## config.mk

```make
export PLATFORM = sky130hd
export DESIGN_NAME = shstk_fault_sel
export DESIGN_NICKNAME = d
export VERILOG_FILES = /design/src/rtl/shstk_pkg.sv /design/src/rtl/shstk_fault_sel.sv
export SDC_FILE = /design/constraint.sdc
export NUM_CORES = 1
export LEC_CHECK = 0
export BUFFER_PORTS_ARGS = -buffer_cell sky130_fd_sc_hd__buf_4
export CAP_MARGIN = 20
export CORE_AREA = 2 2 39 41
export DETAILED_ROUTE_END_ITERATION = 7
export DIE_AREA = 0 0 41 43
export GPL_ROUTABILITY_DRIVEN = 0
export PLACE_DENSITY = 0.5
export SLEW_MARGIN = 40
export SYNTH_ARGS = -nofsm -noshare
export SYNTH_HDL_FRONTEND = slang
export SYNTH_SLANG_ARGS = --single-unit
```

## constraint.sdc

```tcl
create_clock -name vclk -period 1.4
set_input_delay 0 -clock vclk [all_inputs]
set_output_delay 0 -clock vclk [all_outputs]
set_load 0.02 [all_outputs]
```

## src/rtl/shstk_pkg.sv

```systemverilog
package shstk_pkg;

  localparam int CAUSE_W = 5;

  typedef enum logic [1:0] {
    ACC_LOAD  = 2'd0,
    ACC_STORE = 2'd1,
    ACC_FETCH = 2'd2,
    ACC_FALT  = 2'd3
  } acc_e;

  typedef struct packed {
    logic r;
    logic w;
    logic x;
  } rwx_t;

  localparam logic [CAUSE_W-1:0] EXC_FETCH_MISAL = 5'd0;
  localparam logic [CAUSE_W-1:0] EXC_FETCH_AF    = 5'd1;
  localparam logic [CAUSE_W-1:0] EXC_LOAD_MISAL  = 5'd4;
  localparam logic [CAUSE_W-1:0] EXC_LOAD_AF     = 5'd5;
  localparam logic [CAUSE_W-1:0] EXC_STORE_MISAL = 5'd6;
  localparam logic [CAUSE_W-1:0] EXC_STORE_AF    = 5'd7;
  localparam logic [CAUSE_W-1:0] EXC_FETCH_PF    = 5'd12;
  localparam logic [CAUSE_W-1:0] EXC_LOAD_PF     = 5'd13;
  localparam logic [CAUSE_W-1:0] EXC_STORE_PF    = 5'd15;

  function automatic logic [CAUSE_W-1:0] pf_cause(acc_e a);
    case (a)
      ACC_LOAD:  return EXC_LOAD_PF;
      ACC_STORE: return EXC_STORE_PF;
      default:   return EXC_FETCH_PF;
    endcase
  endfunction

  function automatic logic [CAUSE_W-1:0] af_cause(acc_e a);
    case (a)
      ACC_LOAD:  return EXC_LOAD_AF;
      ACC_STORE: return EXC_STORE_AF;
      default:   return EXC_FETCH_AF;
    endcase
  endfunction

  // shadow-stack data accesses turn misalignment into access faults
  function automatic logic [CAUSE_W-1:0] misal_cause(acc_e a, logic ss);
    case (a)
      ACC_LOAD:  return ss ? EXC_LOAD_AF : EXC_LOAD_MISAL;
      ACC_STORE: return ss ? EXC_STORE_AF : EXC_STORE_MISAL;
      default:   return EXC_FETCH_MISAL;
    endcase
  endfunction

endpackage

```

## src/rtl/shstk_fault_sel.sv

```systemverilog
module shstk_fault_sel
  import shstk_pkg::*;
(
  input  acc_e               acc_i,
  input  logic               misal_i,
  input  logic               ss_acc_i,
  input  logic               rsv_i,
  input  logic               ss_page_i,
  input  rwx_t               pte_i,
  input  rwx_t               eff_i,
  input  logic               priv_s_i,
  input  logic               pte_u_i,
  input  logic               sum_i,
  output logic               grant_o,
  output logic               fault_o,
  output logic [CAUSE_W-1:0] cause_o
);

  logic is_load;
  logic is_store;
  logic sel_perm;
  logic ss_ro_store;
  logic priv_fail;

  assign is_load  = (acc_i == ACC_LOAD);
  assign is_store = (acc_i == ACC_STORE);

  always_comb begin
    if (is_load)       sel_perm = eff_i.r;
    else if (is_store) sel_perm = eff_i.w;
    else               sel_perm = eff_i.x;
  end

  assign ss_ro_store = ss_acc_i & is_store & pte_i.r & ~pte_i.w & ~pte_i.x;

  always_comb begin
    if (!priv_s_i) priv_fail = ~pte_u_i;
    else           priv_fail = pte_u_i & ((~is_load & ~is_store) | ~sum_i);
  end

  always_comb begin
    grant_o = 1'b0;
    fault_o = 1'b1;
    cause_o = pf_cause(acc_i);
    if (misal_i) begin
      cause_o = misal_cause(acc_i, ss_acc_i);
    end else if (rsv_i || ss_ro_store || priv_fail) begin
      cause_o = pf_cause(acc_i);
    end else if (!sel_perm) begin
      cause_o = ss_page_i ? af_cause(acc_i) : pf_cause(acc_i);
    end else begin
      grant_o = 1'b1;
      fault_o = 1'b0;
      cause_o = '0;
    end
  end

endmodule

```

==> impl_metrics.toml, run 1 <==
[status]
outcome = "finished clean"

[synth]
synth_warnings = 0
synth_seq_area_share_pct = 0
synth_top_area_share_pct = 12.2
synthTopCellsByArea = "nor4_4, a31o_4, o21bai_1, nand2b_4, nor4_2"
syn-instance-count = 22
syn_area_per_cell_sq_um = 7.91
mappedNetlistNets = 37
yosys-top-cells-count = "inv_1, a21oi_1, nor2_1, o21bai_1"
syn_area_sq_um = 174
ys_types = 17
synth.largest_area_cell = "nor4_4"
yosysMostFrequentCell = "inv_1"

[setup_path]
crit_buf_inv = 2
cp_slowest_cell = "or4_1"
cpMostUsedCell = "buf_4"
cpLargestDelayFamily = "simple AND/OR/NAND/NOR gates"
crit_fanout = 5
critPathArrivalTime_ps = 1200
start_kind = "primary input"
endpoint_kind = "output pin"
crit_chain = "buf_4, nand2b_4, a31o_4, or4_1, a21oi_1, buf_4"
criticalPathCategory = "primary input to output pin"
crit_required_ps = 1400
cp-endpoint = "cause_o[0]"
crit_cells = 6
worst_path_largest_cell_delay_ps = 390
critPathLaunch = "acc_i[1]"

[clocking]
cts_hold_buffers = 0
cts_resized = 0
post_cts_buffers = 0

[placement]
dp_slack_ps = 184
portBuffers = 21
dp_hpwl_microns = 492

[floorplan]
die_h_microns = 43
initial_utilization_pct = 12.6
ios = 22
row_count = 14
core-area_sq_um = 1380
die_x_microns = 41
dieArea_sq_um = 1760

[finish]
multiInputGateArea_sq_um = 155
diodes = 0
clkbuf_count = 0
nets = 59
drive_above_1_share_pct = 61.9
area_growth_pct = 97.8
regArea_sq_um = 0
seq_cells = 0
nFillCells = 159
post-route-util_pct = 24.9

[sta]
rsz0062_at_grt = "no"
period_share_pct = 85.9
layout_setup_ws_ps = 198
setup_violations = 0
slew_violations = 0
final_hold_viol_count = 0
fin_setup_tns_ps = 0
period_needed_ps = 1200
max_clock_freq_mhz = 832

[power]
power.leakage_nw = 0.167
finalPower_w = 0.000111
ir_worst_vdd_mv = 0.0696
power.density_nw_per_um2 = 322

[drt]
dr_total_vias = 230
drc = 0
firstDrtPassIters = 1
wire_per_inst_microns = 8.90
wl_microns = 516
drt_iter0_markers = 0
via_per_inst = 3.97
detail-route-antenna-nets = 0

[job]
drv_cap = 0

[global_route]
grt_util_met3_pct = 0
use_met2_pct = 9.06
grt_pass1_wl_microns = 683
grt_pass1_vias = 163
use_met1_pct = 7.28
gr-max-usage-layer = "met2"
grt_max_degree = 6
antenna_found_initial = 0
track_usage_pct = 5.19
gr-total-overflow = 0

[min_path]
hold_path.class = "primary input to output pin"
worstHoldStart = "misal_i"
==> kinds of logic (layout without fill, tap and decap cells) <==
kind of cell	Yosys count	count (layout)	share of synthesized area [%]
buffers and inverters	4	24	10.8
and+or+nand+nor	8	8	41.7
other	1	1	2.16
muxes	2	2	12.2
AOI/OAI and AO/OA	7	7	33.1
==> cells in the final DEF (no fill, tap or decap) <==
cell type / count
inv_1: 3
buf_4: 21
nand2_1: 1
mux2i_1: 1
nor4_2: 1
a31o_4: 1
a211oi_1: 1
nor4_4: 1
or4_1: 1
nand2b_1: 1
conb_1: 1
a21oi_1: 2
nand2b_4: 1
o21bai_1: 2
nor2_1: 2
a21o_1: 1
mux2_2: 1
==> worst min-delay path by stage <==
stage | slack (ps) | cells after the start | endpoint
global route | 330 | 3 | cause_o[3]
detailed placement | 310 | 3 | cause_o[3]
CTS | 310 | 3 | cause_o[3]
global placement | 310 | 3 | cause_o[3]
finish | 310 | 3 | cause_o[3]
floorplan | 50 | 1 | grant_o
==> metrics by stage <==
stage / std cells / hold slack, ps / instance area [sq um]
after floorplan: 22 / 46.0 / 174
final: 58 / 314 / 344
after global placement: 58 / 313 / 344
after detailed placement: 58 / 315 / 344
after global routing: 58 / 330 / 344
after CTS: 58 / 314 / 344
==> metal layers <==
metal  vias up  wire, microns
met5         -              0
met4         0              0
met3         0             74
met2        13            251
met1        98            190
li1        119              -
==> power by group <==
| part | internal (W) | switching, W |
|---|---|---|
| clock | 0 | 0 |
| combinational | 0.0000598 | 0.0000508 |
| sequential | 0 | 0 |
| total | 0.0000598 | 0.0000508 |
==> cell type report <==
type	instances	area share (%)
Tap cell	16	5.82
Timing Repair Buffer	21	45.8
Inverter	3	3.27
Multi-Input combinational cell	18	45.1
(Power assumes the default switching activity.)
==> inputs of run 2 (changes only) <==
--- a/config.mk
+++ b/config.mk
@@ -7,9 +7,9 @@
 export LEC_CHECK = 0
 export BUFFER_PORTS_ARGS = -buffer_cell sky130_fd_sc_hd__buf_4
 export CAP_MARGIN = 20
-export CORE_AREA = 2 2 39 41
+export CORE_AREA = 8 8 45 47
 export DETAILED_ROUTE_END_ITERATION = 7
-export DIE_AREA = 0 0 41 43
+export DIE_AREA = 0 0 53 55
 export GPL_ROUTABILITY_DRIVEN = 0
 export PLACE_DENSITY = 0.5
 export SLEW_MARGIN = 40
==> constraint.sdc (replaced) <==
create_clock -name vclk -period 1.4
set_input_delay 0 -clock vclk [all_inputs]
set_output_delay 0 -clock vclk [all_outputs]
set_load 0.005 [all_outputs]
==> run 2 against run 1 <==
Compared with the run above:
- routed wire length grew 23%
- cell area is the same
- largest cell class unchanged
- via count shrank 0.43%
- sequential cell count is the same
- non-clock buffer count is the same
- first-iteration DRC count is the same
- combinational power shrank 14%
- critical path depth is the same
- die area grew 65%
- sequential share of layout area is the same
==> impl_metrics.toml, run 2 (synthesis results as in run 1) <==
[status]
outcome = "finished clean"

[clocking]
cts_hold_buffers = 0
post_cts_buffers = 0
cts_resized = 0

[sta]
period_needed_ps = 1190
final_hold_viol_count = 0
slew_violations = 0
fin_setup_tns_ps = 0
rsz0062_at_grt = "no"
setup_violations = 0
max_clock_freq_mhz = 839
period_share_pct = 85.2
holdWs_ps = 292

[finish]
clkbuf_count = 0
drive_above_1_share_pct = 61.9
area_growth_pct = 97.8
final_cell_mix = "buf_4, inv_1, o21bai_1, a21oi_1, nor2_1"
nFillCells = 169
post-route-util_pct = 24.9
regArea_sq_um = 0
final_common_cell = "buf_4"
seq_cells = 0
nets = 59
diodes = 0

[power]
power.leakage_nw = 0.167
ir_worst_vdd_mv = 0.0874
finalPower_w = 0.0000952
power.density_nw_per_um2 = 277

[drt]
detail-route-antenna-nets = 0
firstDrtPassIters = 1
wire_per_inst_microns = 10.9
drc = 0
via_per_inst = 3.95
dr_total_vias = 229
wl_microns = 634
drt_iter0_markers = 0

[floorplan]
dieArea_sq_um = 2920
ios = 22
initial_utilization_pct = 12.6
row_count = 14
core-area_sq_um = 1380
die_h_microns = 55
die_x_microns = 53

[min_path]
hold_path.class = "primary input to output pin"

[job]
drv_cap = 0

[global_route]
antenna_found_initial = 0
gr-total-overflow = 0
grt_pass1_wl_microns = 883
track_usage_pct = 3.76
grt_pass1_vias = 225
grt_max_degree = 6

[placement]
portBuffers = 21

[setup_path]
critPathArrivalTime_ps = 1190
crit_fanout = 5
crit_required_ps = 1400
criticalPathCategory = "primary input to output pin"
start_kind = "primary input"
endpoint_kind = "output pin"
## run 2: cell type report
cell class	instances	area [sq um]	share of cell area (%)
inverter	3	11.3	3.27
multi-input combinational	18	155	45.1
tap	16	20.0	5.82
timing repair buffer	21	158	45.8
## run 2: critical path, stage by stage
cell,delay (ps)
buf_4,130
nand2b_4,130
a31o_4,250
or4_1,410
a21oi_1,140
buf_4,120
## run 2: routing by layer
metal	GRT usage, %	share of wire (%)	vias to the layer above
li1	-	-	118
met5	0	0	-
met3	1.34	14	0
met4	0	0	0
met2	7.03	49	13
met1	4.22	36	98
## run 2: path summary, 6_finish.rpt
kind                          to      from  cells after the start
worst max-delay path  cause_o[0]  acc_i[1]                      6
worst min-delay path  cause_o[3]   misal_i                      3
## run 2: power breakdown
| group | switching (W) | internal, W | total, W |
|---|---|---|---|
| clock | 0 | 0 | 0 |
| sequential | 0 | 0 | 0 |
| combinational | 0.0000361 | 0.0000591 | 0.0000952 |
## run 2: metrics by stage
stage	setup WS [ps]	cells	cell area (sq um)
floorplan	488	22	174
global placement	199	58	344
detailed placement	190	58	344
CTS	190	58	344
global route	162	58	344
finish	208	58	344
==> inputs of run 3 (changes only) <==
--- a/config.mk
+++ b/config.mk
@@ -7,9 +7,9 @@
 export LEC_CHECK = 0
 export BUFFER_PORTS_ARGS = -buffer_cell sky130_fd_sc_hd__buf_4
 export CAP_MARGIN = 20
-export CORE_AREA = 8 8 45 47
+export CORE_AREA = 2 2 39 41
 export DETAILED_ROUTE_END_ITERATION = 7
-export DIE_AREA = 0 0 53 55
+export DIE_AREA = 0 0 41 43
 export GPL_ROUTABILITY_DRIVEN = 0
 export PLACE_DENSITY = 0.5
 export SLEW_MARGIN = 40
==> run 3 against run 2 <==
Compared with the run above:
- critical path depth is the same
- worst setup slack gained 17 ps
- first-iteration DRC count grew 1
- sequential cell count is the same
- clock-buffer cell count is the same
- final cell count is the same
- sequential share of layout area is the same
- cell area is the same
- hold slack is essentially flat
- routed wire length shrank 21%
- combinational power is essentially flat
- die area shrank 40%
==> impl_metrics.toml, run 3 (synthesis results as in run 1) <==
[drt]
wl_microns = 501
wire_per_inst_microns = 8.64
drt_iter0_markers = 1
via_per_inst = 3.97
dr_total_vias = 230
detail-route-antenna-nets = 0
drc = 0
firstDrtPassIters = 2

[finish]
diodes = 0
regArea_sq_um = 0
multiInputGateArea_sq_um = 155
post-route-util_pct = 24.9
nFillCells = 161
seq_cells = 0
final_cell_mix = "buf_4, inv_1, o21bai_1, a21oi_1, nor2_1"
nets = 59
drive_above_1_share_pct = 61.9
area_growth_pct = 97.8
clkbuf_count = 0
final_common_cell = "buf_4"

[sta]
final_hold_viol_count = 0
max_clock_freq_mhz = 851
holdWs_ps = 292
rsz0062_at_grt = "no"
slew_violations = 0
period_needed_ps = 1180
setup_violations = 0
period_share_pct = 84.0
fin_setup_tns_ps = 0

[global_route]
grt_pass1_wl_microns = 696
gr-total-overflow = 0
antenna_found_initial = 0
grt_pass1_vias = 180
track_usage_pct = 5.29
grt_max_degree = 6

[power]
power.leakage_nw = 0.167
ir_worst_vdd_mv = 0.0784
finalPower_w = 0.0000952
power.density_nw_per_um2 = 277

[setup_path]
critPathArrivalTime_ps = 1180
crit_fanout = 5
criticalPathCategory = "primary input to output pin"
crit_required_ps = 1400
endpoint_kind = "output pin"
start_kind = "primary input"

[min_path]
hold_path.class = "primary input to output pin"

[clocking]
post_cts_buffers = 0
cts_resized = 0
cts_hold_buffers = 0

[floorplan]
core-area_sq_um = 1380
ios = 22
row_count = 14
die_x_microns = 41
die_h_microns = 43
dieArea_sq_um = 1760
initial_utilization_pct = 12.6

[placement]
portBuffers = 21

[status]
outcome = "finished clean"

[job]
drv_cap = 0
==> run 3: cell counts in the layout (fill, tap and decap cells not counted) <==
Identical to the previous run, type by type.
==> run 3: layout make-up <==
class	instances	area share [%]
tap	16	5.82
inverter	3	3.27
timing repair buffer	21	45.8
multi-input combinational	18	45.1
==> run 3: worst paths after layout <==
check                    start         end  cells after the start
worst max-delay path  acc_i[1]  cause_o[0]                      6
worst min-delay path   misal_i  cause_o[3]                      3
==> run 3: critical path: stages <==
cell,delay [ps]
buf_4,130
nand2b_4,130
a31o_4,250
or4_1,390
a21oi_1,140
buf_4,120
==> run 3: metrics by stage <==
step                cells  worst slack (ps)  cell area (sq um)
floorplan              22               488                174
global placement       58               221                344
detailed placement     58               213                344
CTS                    58               206                344
global route           58               155                344
finish                 58               224                344
==> run 3: power by group <==
part	internal, W	switching, W
registers	0	0
logic	0.0000591	0.0000361
clock network	0	0
total	0.0000591	0.0000361
==> run 3: layer usage <==
metal	wire length, microns	part of all wire, %	track usage, %
met4	0	0	0
met3	60	12	0
met1	182	36	6.96
met5	0	0	0
met2	258	51	9.69
